File: config.mk
export PLATFORM = sky130hd
export DESIGN_NAME = dch_access_ctrl
export DESIGN_NICKNAME = d
export VERILOG_FILES = /design/src/rtl/dch_acc_pkg.sv /design/src/rtl/dch_echo_run.sv /design/src/rtl/dch_prio_level.sv /design/src/rtl/dch_access_fsm.sv /design/src/rtl/dch_access_ctrl.sv
export SDC_FILE = /design/constraint.sdc
export NUM_CORES = 1
export LEC_CHECK = 0
export ABC_AREA = 1
export BUFFER_PORTS_ARGS = -buffer_cell sky130_fd_sc_hd__buf_2
export CORE_MARGIN = 4
export CORE_UTILIZATION = 47
export DETAILED_ROUTE_END_ITERATION = 10
export PLACE_DENSITY = 0.67
export SLEW_MARGIN = 20
export SYNTH_ARGS = -nofsm -noshare
export SYNTH_HDL_FRONTEND = slang
export SYNTH_HIERARCHICAL = 1
export SYNTH_SLANG_ARGS = --single-unit
File: constraint.sdc
create_clock -name clk -period 1.3 [get_ports clk]
set_input_delay 0.26 -clock clk [delete_from_list [all_inputs] [get_ports clk]]
set_output_delay 0.26 -clock clk [all_outputs]
set_load 0.02 [all_outputs]
File: src/rtl/dch_acc_pkg.sv
package dch_acc_pkg;
    typedef enum logic {
        ST_WAIT = 1'b0,
        ST_SEND = 1'b1
    } acc_state_e;
endpackage

File: src/rtl/dch_echo_run.sv
module dch_echo_run #(
    parameter int CNT_W = 4
) (
    input  logic             clk,
    input  logic             rst_n,
    input  logic             bit_stb,
    input  logic             echo_e,
    input  logic             hold,
    output logic [CNT_W-1:0] run_o
);
    localparam logic [CNT_W-1:0] SAT = {CNT_W{1'b1}};

    typedef struct packed {
        logic [CNT_W-1:0] run;
    } run_t;

    run_t cur_q, nxt_d;

    always_comb begin
        nxt_d = cur_q;
        if (hold) begin
            nxt_d.run = '0;
        end else if (bit_stb) begin
            if (!echo_e)                nxt_d.run = '0;
            else if (cur_q.run != SAT)  nxt_d.run = cur_q.run + 1'b1;
        end
    end

    always_ff @(posedge clk) begin
        if (!rst_n) cur_q <= '0;
        else        cur_q <= nxt_d;
    end

    assign run_o = cur_q.run;

    // saturated count does not wrap
    p_sat_hold_r2: assert property (@(posedge clk) disable iff (!rst_n)
        (cur_q.run == SAT && bit_stb && echo_e && !hold) |=> (cur_q.run == SAT));
    // an echoed zero clears the run
    p_zero_clear_r2: assert property (@(posedge clk) disable iff (!rst_n)
        (bit_stb && !echo_e) |=> (cur_q.run == '0));
    // held at zero while sending
    p_hold_zero_r10: assert property (@(posedge clk) disable iff (!rst_n)
        hold |=> (cur_q.run == '0));
endmodule

File: src/rtl/dch_prio_level.sv
module dch_prio_level #(
    parameter int BASE_THR   = 8,
    parameter int CLASS_STEP = 2,
    parameter int LOW_STEP   = 1,
    parameter int CNT_W      = 4
) (
    input  logic             clk,
    input  logic             rst_n,
    input  logic             req_cls_i,
    input  logic             waiting_i,
    input  logic [CNT_W-1:0] run_i,
    input  logic             lower_i,
    input  logic             lower_cls_i,
    output logic [CNT_W-1:0] thr_o
);
    localparam int N_CLS = 2;

    typedef struct packed {
        logic [N_CLS-1:0] low;
    } lvl_t;

    lvl_t cur_q, nxt_d;

    logic [CNT_W-1:0] thr_n [N_CLS];
    logic [CNT_W-1:0] thr_l [N_CLS];
    logic [N_CLS-1:0] restore;
    logic [N_CLS-1:0] set_low;

    for (genvar c = 0; c < N_CLS; c++) begin : g_cls
        localparam int TN = BASE_THR + c * CLASS_STEP;
        assign thr_n[c]   = CNT_W'(TN);
        assign thr_l[c]   = CNT_W'(TN + LOW_STEP);
        assign restore[c] = waiting_i && (req_cls_i == 1'(c)) && (run_i >= thr_l[c]);
        assign set_low[c] = lower_i && (lower_cls_i == 1'(c));

        // successful frame lowers its class
        p_lower_set_r4: assert property (@(posedge clk) disable iff (!rst_n)
            set_low[c] |=> cur_q.low[c]);
        // reaching the lowered threshold while waiting restores the class
        p_restore_r5: assert property (@(posedge clk) disable iff (!rst_n)
            restore[c] |=> !cur_q.low[c]);
    end

    always_comb begin
        nxt_d = cur_q;
        for (int c = 0; c < N_CLS; c++) begin
            if (set_low[c])      nxt_d.low[c] = 1'b1;
            else if (restore[c]) nxt_d.low[c] = 1'b0;
        end
    end

    always_ff @(posedge clk) begin
        if (!rst_n) cur_q <= '0;
        else        cur_q <= nxt_d;
    end

    assign thr_o = cur_q.low[req_cls_i] ? thr_l[req_cls_i] : thr_n[req_cls_i];
endmodule

File: src/rtl/dch_access_fsm.sv
module dch_access_fsm
    import dch_acc_pkg::*;
#(
    parameter int CNT_W = 4
) (
    input  logic             clk,
    input  logic             rst_n,
    input  logic             bit_stb,
    input  logic             tx_d,
    input  logic             echo_e,
    input  logic             req,
    input  logic             req_cls,
    input  logic             frame_done,
    input  logic [CNT_W-1:0] run_i,
    input  logic [CNT_W-1:0] thr_i,
    output logic             grant_o,
    output logic             abort_o,
    output logic             stop_go_o,
    output logic             lower_o,
    output logic             lower_cls_o,
    output logic             hold_o,
    output logic             waiting_o
);
    typedef struct packed {
        acc_state_e st;
        logic       cls;
    } fsm_t;

    fsm_t cur_q, nxt_d;
    logic sending;

    assign sending     = (cur_q.st == ST_SEND);
    assign abort_o     = sending && bit_stb && (tx_d ^ echo_e);
    assign lower_o     = sending && frame_done && !abort_o;
    assign lower_cls_o = cur_q.cls;
    assign hold_o      = sending;
    assign waiting_o   = !sending && req;
    assign grant_o     = sending;
    assign stop_go_o   = !sending || abort_o;

    always_comb begin
        nxt_d = cur_q;
        unique case (cur_q.st)
            ST_WAIT: begin
                if (req && (run_i >= thr_i)) begin
                    nxt_d.st  = ST_SEND;
                    nxt_d.cls = req_cls;
                end
            end
            ST_SEND: begin
                if (abort_o || frame_done) nxt_d.st = ST_WAIT;
            end
            default: nxt_d.st = ST_WAIT;
        endcase
    end

    always_ff @(posedge clk) begin
        if (!rst_n) cur_q <= '{st: ST_WAIT, cls: 1'b0};
        else        cur_q <= nxt_d;
    end

    // collision ends the grant
    p_abort_drop_r6: assert property (@(posedge clk) disable iff (!rst_n)
        abort_o |=> !grant_o);
    // a grant only follows a count that met the threshold
    p_grant_thr_r3: assert property (@(posedge clk) disable iff (!rst_n)
        $rose(grant_o) |-> $past(req && (run_i >= thr_i)));
    // a collision never lowers the class
    p_abort_wins_r8: assert property (@(posedge clk) disable iff (!rst_n)
        abort_o |-> !lower_o);
    // no abort while waiting
    p_no_abort_wait_r9: assert property (@(posedge clk) disable iff (!rst_n)
        !grant_o |-> !abort_o);
endmodule

File: src/rtl/dch_access_ctrl.sv
module dch_access_ctrl #(
    parameter int BASE_THR   = 8,
    parameter int CLASS_STEP = 2,
    parameter int LOW_STEP   = 1
) (
    input  logic clk,
    input  logic rst_n,
    input  logic bit_stb,
    input  logic tx_d,
    input  logic echo_e,
    input  logic frame_req,
    input  logic req_class,
    input  logic frame_done,
    output logic grant,
    output logic abort,
    output logic stop_go
);
    localparam int MAX_THR = BASE_THR + CLASS_STEP + LOW_STEP;
    localparam int CNT_W   = $clog2(MAX_THR + 1);

    logic [CNT_W-1:0] run_w;
    logic [CNT_W-1:0] thr_w;
    logic             hold_w;
    logic             waiting_w;
    logic             lower_w;
    logic             lower_cls_w;

    dch_echo_run #(.CNT_W(CNT_W)) u_run (
        .clk     (clk),
        .rst_n   (rst_n),
        .bit_stb (bit_stb),
        .echo_e  (echo_e),
        .hold    (hold_w),
        .run_o   (run_w)
    );

    dch_prio_level #(
        .BASE_THR   (BASE_THR),
        .CLASS_STEP (CLASS_STEP),
        .LOW_STEP   (LOW_STEP),
        .CNT_W      (CNT_W)
    ) u_lvl (
        .clk         (clk),
        .rst_n       (rst_n),
        .req_cls_i   (req_class),
        .waiting_i   (waiting_w),
        .run_i       (run_w),
        .lower_i     (lower_w),
        .lower_cls_i (lower_cls_w),
        .thr_o       (thr_w)
    );

    dch_access_fsm #(.CNT_W(CNT_W)) u_fsm (
        .clk         (clk),
        .rst_n       (rst_n),
        .bit_stb     (bit_stb),
        .tx_d        (tx_d),
        .echo_e      (echo_e),
        .req         (frame_req),
        .req_cls     (req_class),
        .frame_done  (frame_done),
        .run_i       (run_w),
        .thr_i       (thr_w),
        .grant_o     (grant),
        .abort_o     (abort),
        .stop_go_o   (stop_go),
        .lower_o     (lower_w),
        .lower_cls_o (lower_cls_w),
        .hold_o      (hold_w),
        .waiting_o   (waiting_w)
    );

    // after a grant ends the status reads stop
    p_stop_after_r7: assert property (@(posedge clk) disable iff (!rst_n)
        $fell(grant) |-> stop_go);
    // the run restarts from zero after sending
    p_restart_r10: assert property (@(posedge clk) disable iff (!rst_n)
        $fell(grant) |-> (run_w <= CNT_W'(1)));
endmodule

==> results.md <==
- Status: completed
- CP Launch Type: register
- Ys Warns: 6
- RSZ-0062 raised after global routing: true
- WL/cell: 10.91 um
- Worst Setup End Kind: output pin
- ANT nets after route: 0
- Critical path's slowest cell: dfxtp_2
- Initial antenna violation count: 0
- Crit path DAT: just under 1 ns
- Final Hold Fails: 0
- CTS tree: done
- Vias per cell: between 4 and 5
- Max_cap viols: 0
- Final period utilization: 0.9652
- Synth area leaders: dfxtp_1 (25%), nand2_1 (18%), inv_1 (13%), ha_1 (9.9%), a21oi_1 (5.6%)
- PwrDens: 699.9 nW/um2
- Layout net count: between 100 and 150
- Area Overhead vs Synth: 27.98%
- Port Buffer Count: 10
- Leak: 0.4123 nW
- Io pins: 11
- Drt pass-1 iters: 4
- GPL Wtd Cong: 0.7019
- H-tree depth: 1
- # rows: 12
- Die Width: 44.63 um
- Commonest cells after routing, fill and taps aside: nand2_1 (29), inv_1 (20), buf_2 (8), buf_4 (7), nor2_1 (7)
- Most common library cell in the layout ignoring fill and taps: nand2_1
- Cell variety after synth: 18
- Syn Inst Count: a little over 100
- CTS Hold Bufs: 0
- Post-route DRC violation count: 0
- Register area: 167.7 um2
- Fin crit period: 1.255 ns
- Proportion of layout cells with a drive suffix above 1: 0.3193
- Type of the worst min-delay path: in2reg
- Root Driver: clkbuf_4
- Crit Path Category: reg2out
- Worst-path clk slew: 0.06 ns
- CTS Buf Count: 3
- Cell taking the most area after synthesis: dfxtp_1
- First-pass GRT wire length: 2304 um
- Placed wire-length estimate: 991.9 um
- Hold slack: 0.2485 ns
- WL final: 1451 um
- GRT overflow: 0
- CTS Buffer Depth: 2
- Setup Viol. Count Final: 0
- Synthesized flop and latch total: 8
- Initial cell density of the core: 0.5316
- Top-area cell type share of the netlist area: 0.2540
- Clk Latency, worst-skew pair: 0.26 ns
- Slowest Stage Delay on Critical Path: 0.34 ns
- Power Total: 0.0005648 W
- Die Span Y: between 40 and 50 um
- DIE AREA: 1992 um2
- Syn Area/Cell: 6.122 um2
- Final Max Tran Viols: 0
- Vias in the first global route: just under 600
- Clk sinks: 8
- Synthesized Nets: 116
- Seq/Total Area, Yosys: 0.2540
- Area of the multi-input gates: between 400 and 500 um2
- Peak VDD IR: about 0.00071 V
- WP data required: 1.04 ns
- Crit-path max FO: 3
- Core area: 1186 um2
- Via count: between 600 and 700
- # fillers: 110
- Ant. Diodes: 0
- F_max: ~0.80 GHz
- Overall Global Routing Usage: 0.1585
- Clock Skew: 0.005428 ns
- DRT iter0 DRCs: 22
- Synth Cell Area: roughly 630 um2
- Critical-path cell list: inv_2, nor2_2, nand3_2, nand2_2, buf_6
- Largest net degree at the start of global routing: 8
-- what timing repair did --
| item | CTS | global route |
|---|---|---|
| setup endpoints to repair | 3 | 4 |
| gates cloned | 0 | 0 |
| pin swaps | 3 | 2 |
| buffers inserted | 2 | 0 |
| gates resized for setup | 10 | 8 |
-- cells in the mapped netlist (all sizes together) --
master and instances:
conb 2, ha 5, a21boi 1, and2 1
nand4 3, nand3b 1, nand3 7, dfxtp 8
o21ai 2, a21oi 8, buf 4, nand2 31
nor2 8, inv 22
-- cell families after synthesis --
family	count (synthesis)	share of synthesized area
other cells	2	0.01191
buf+inv	26	0.1786
simple gates	51	0.3532
flops	8	0.2540
fa+ha+maj	5	0.09921
compound gates	11	0.1032
-- worst max-delay path: cells and delay by family, from the launching register on --
family | cells | cell delay, ns
flops | 1 | 0.34
simple gates | 3 | 0.26
buf+inv | 2 | 0.15
-- state kept, by name, indices dropped and copies added, names as in the netlist --
signal / count
u_run/run_o: 4
u_lvl/cur_q: 2
u_fsm/grant_o: 1
u_fsm/lower_cls_o: 1
-- power breakdown --
group	internal [W]	total (W)	switching, W
Combinational	0.0000453	0.000106	0.0000603
Sequential	0.000252	0.000260	0.00000774
Clock	0.000106	0.000199	0.0000931
-- final timing paths --
check                 start           endpoint  slack, ns  cells after the start
min                   rst_n  u_fsm/lower_cls_o       0.25                      3
min reg2reg  u_lvl/cur_q[0]     u_lvl/cur_q[0]       0.48                      2
max           u_fsm/grant_o            stop_go       0.05                      5
max reg2reg  u_run/run_o[0]  u_fsm/lower_cls_o       0.09                      6
-- layout make-up --
cell class,instances,area share
well taps,14,0.02171
multi-input cells,69,0.4977
repair buffers,17,0.1426
flip-flops and latches,8,0.2078
clock buffers,3,0.02791
inverters,22,0.1023
-- through the flow --
stage	TNS, ns	utilization	area, um2	worst slack (ns)	instances
floorplan	0	-	630.6	0.08375	103
global placement	0	0.5949	705.7	0.02190	128
detailed placement	-0.03250	0.5949	705.7	-0.03250	128
CTS	-0.001756	0.6435	763.2	-0.001756	133
global route	-0.05512	0.6804	807.0	-0.03215	133
finish	0	0.6804	807.0	0.04519	133
-- metal layers --
layer  global-route usage  part of all wire
met1               0.1831              0.45
met4              0.03614            0.0055
met5                    0                 0
met3              0.07724             0.055
met2               0.2607              0.48
Note: power is estimated with default switching activity, not from simulation.
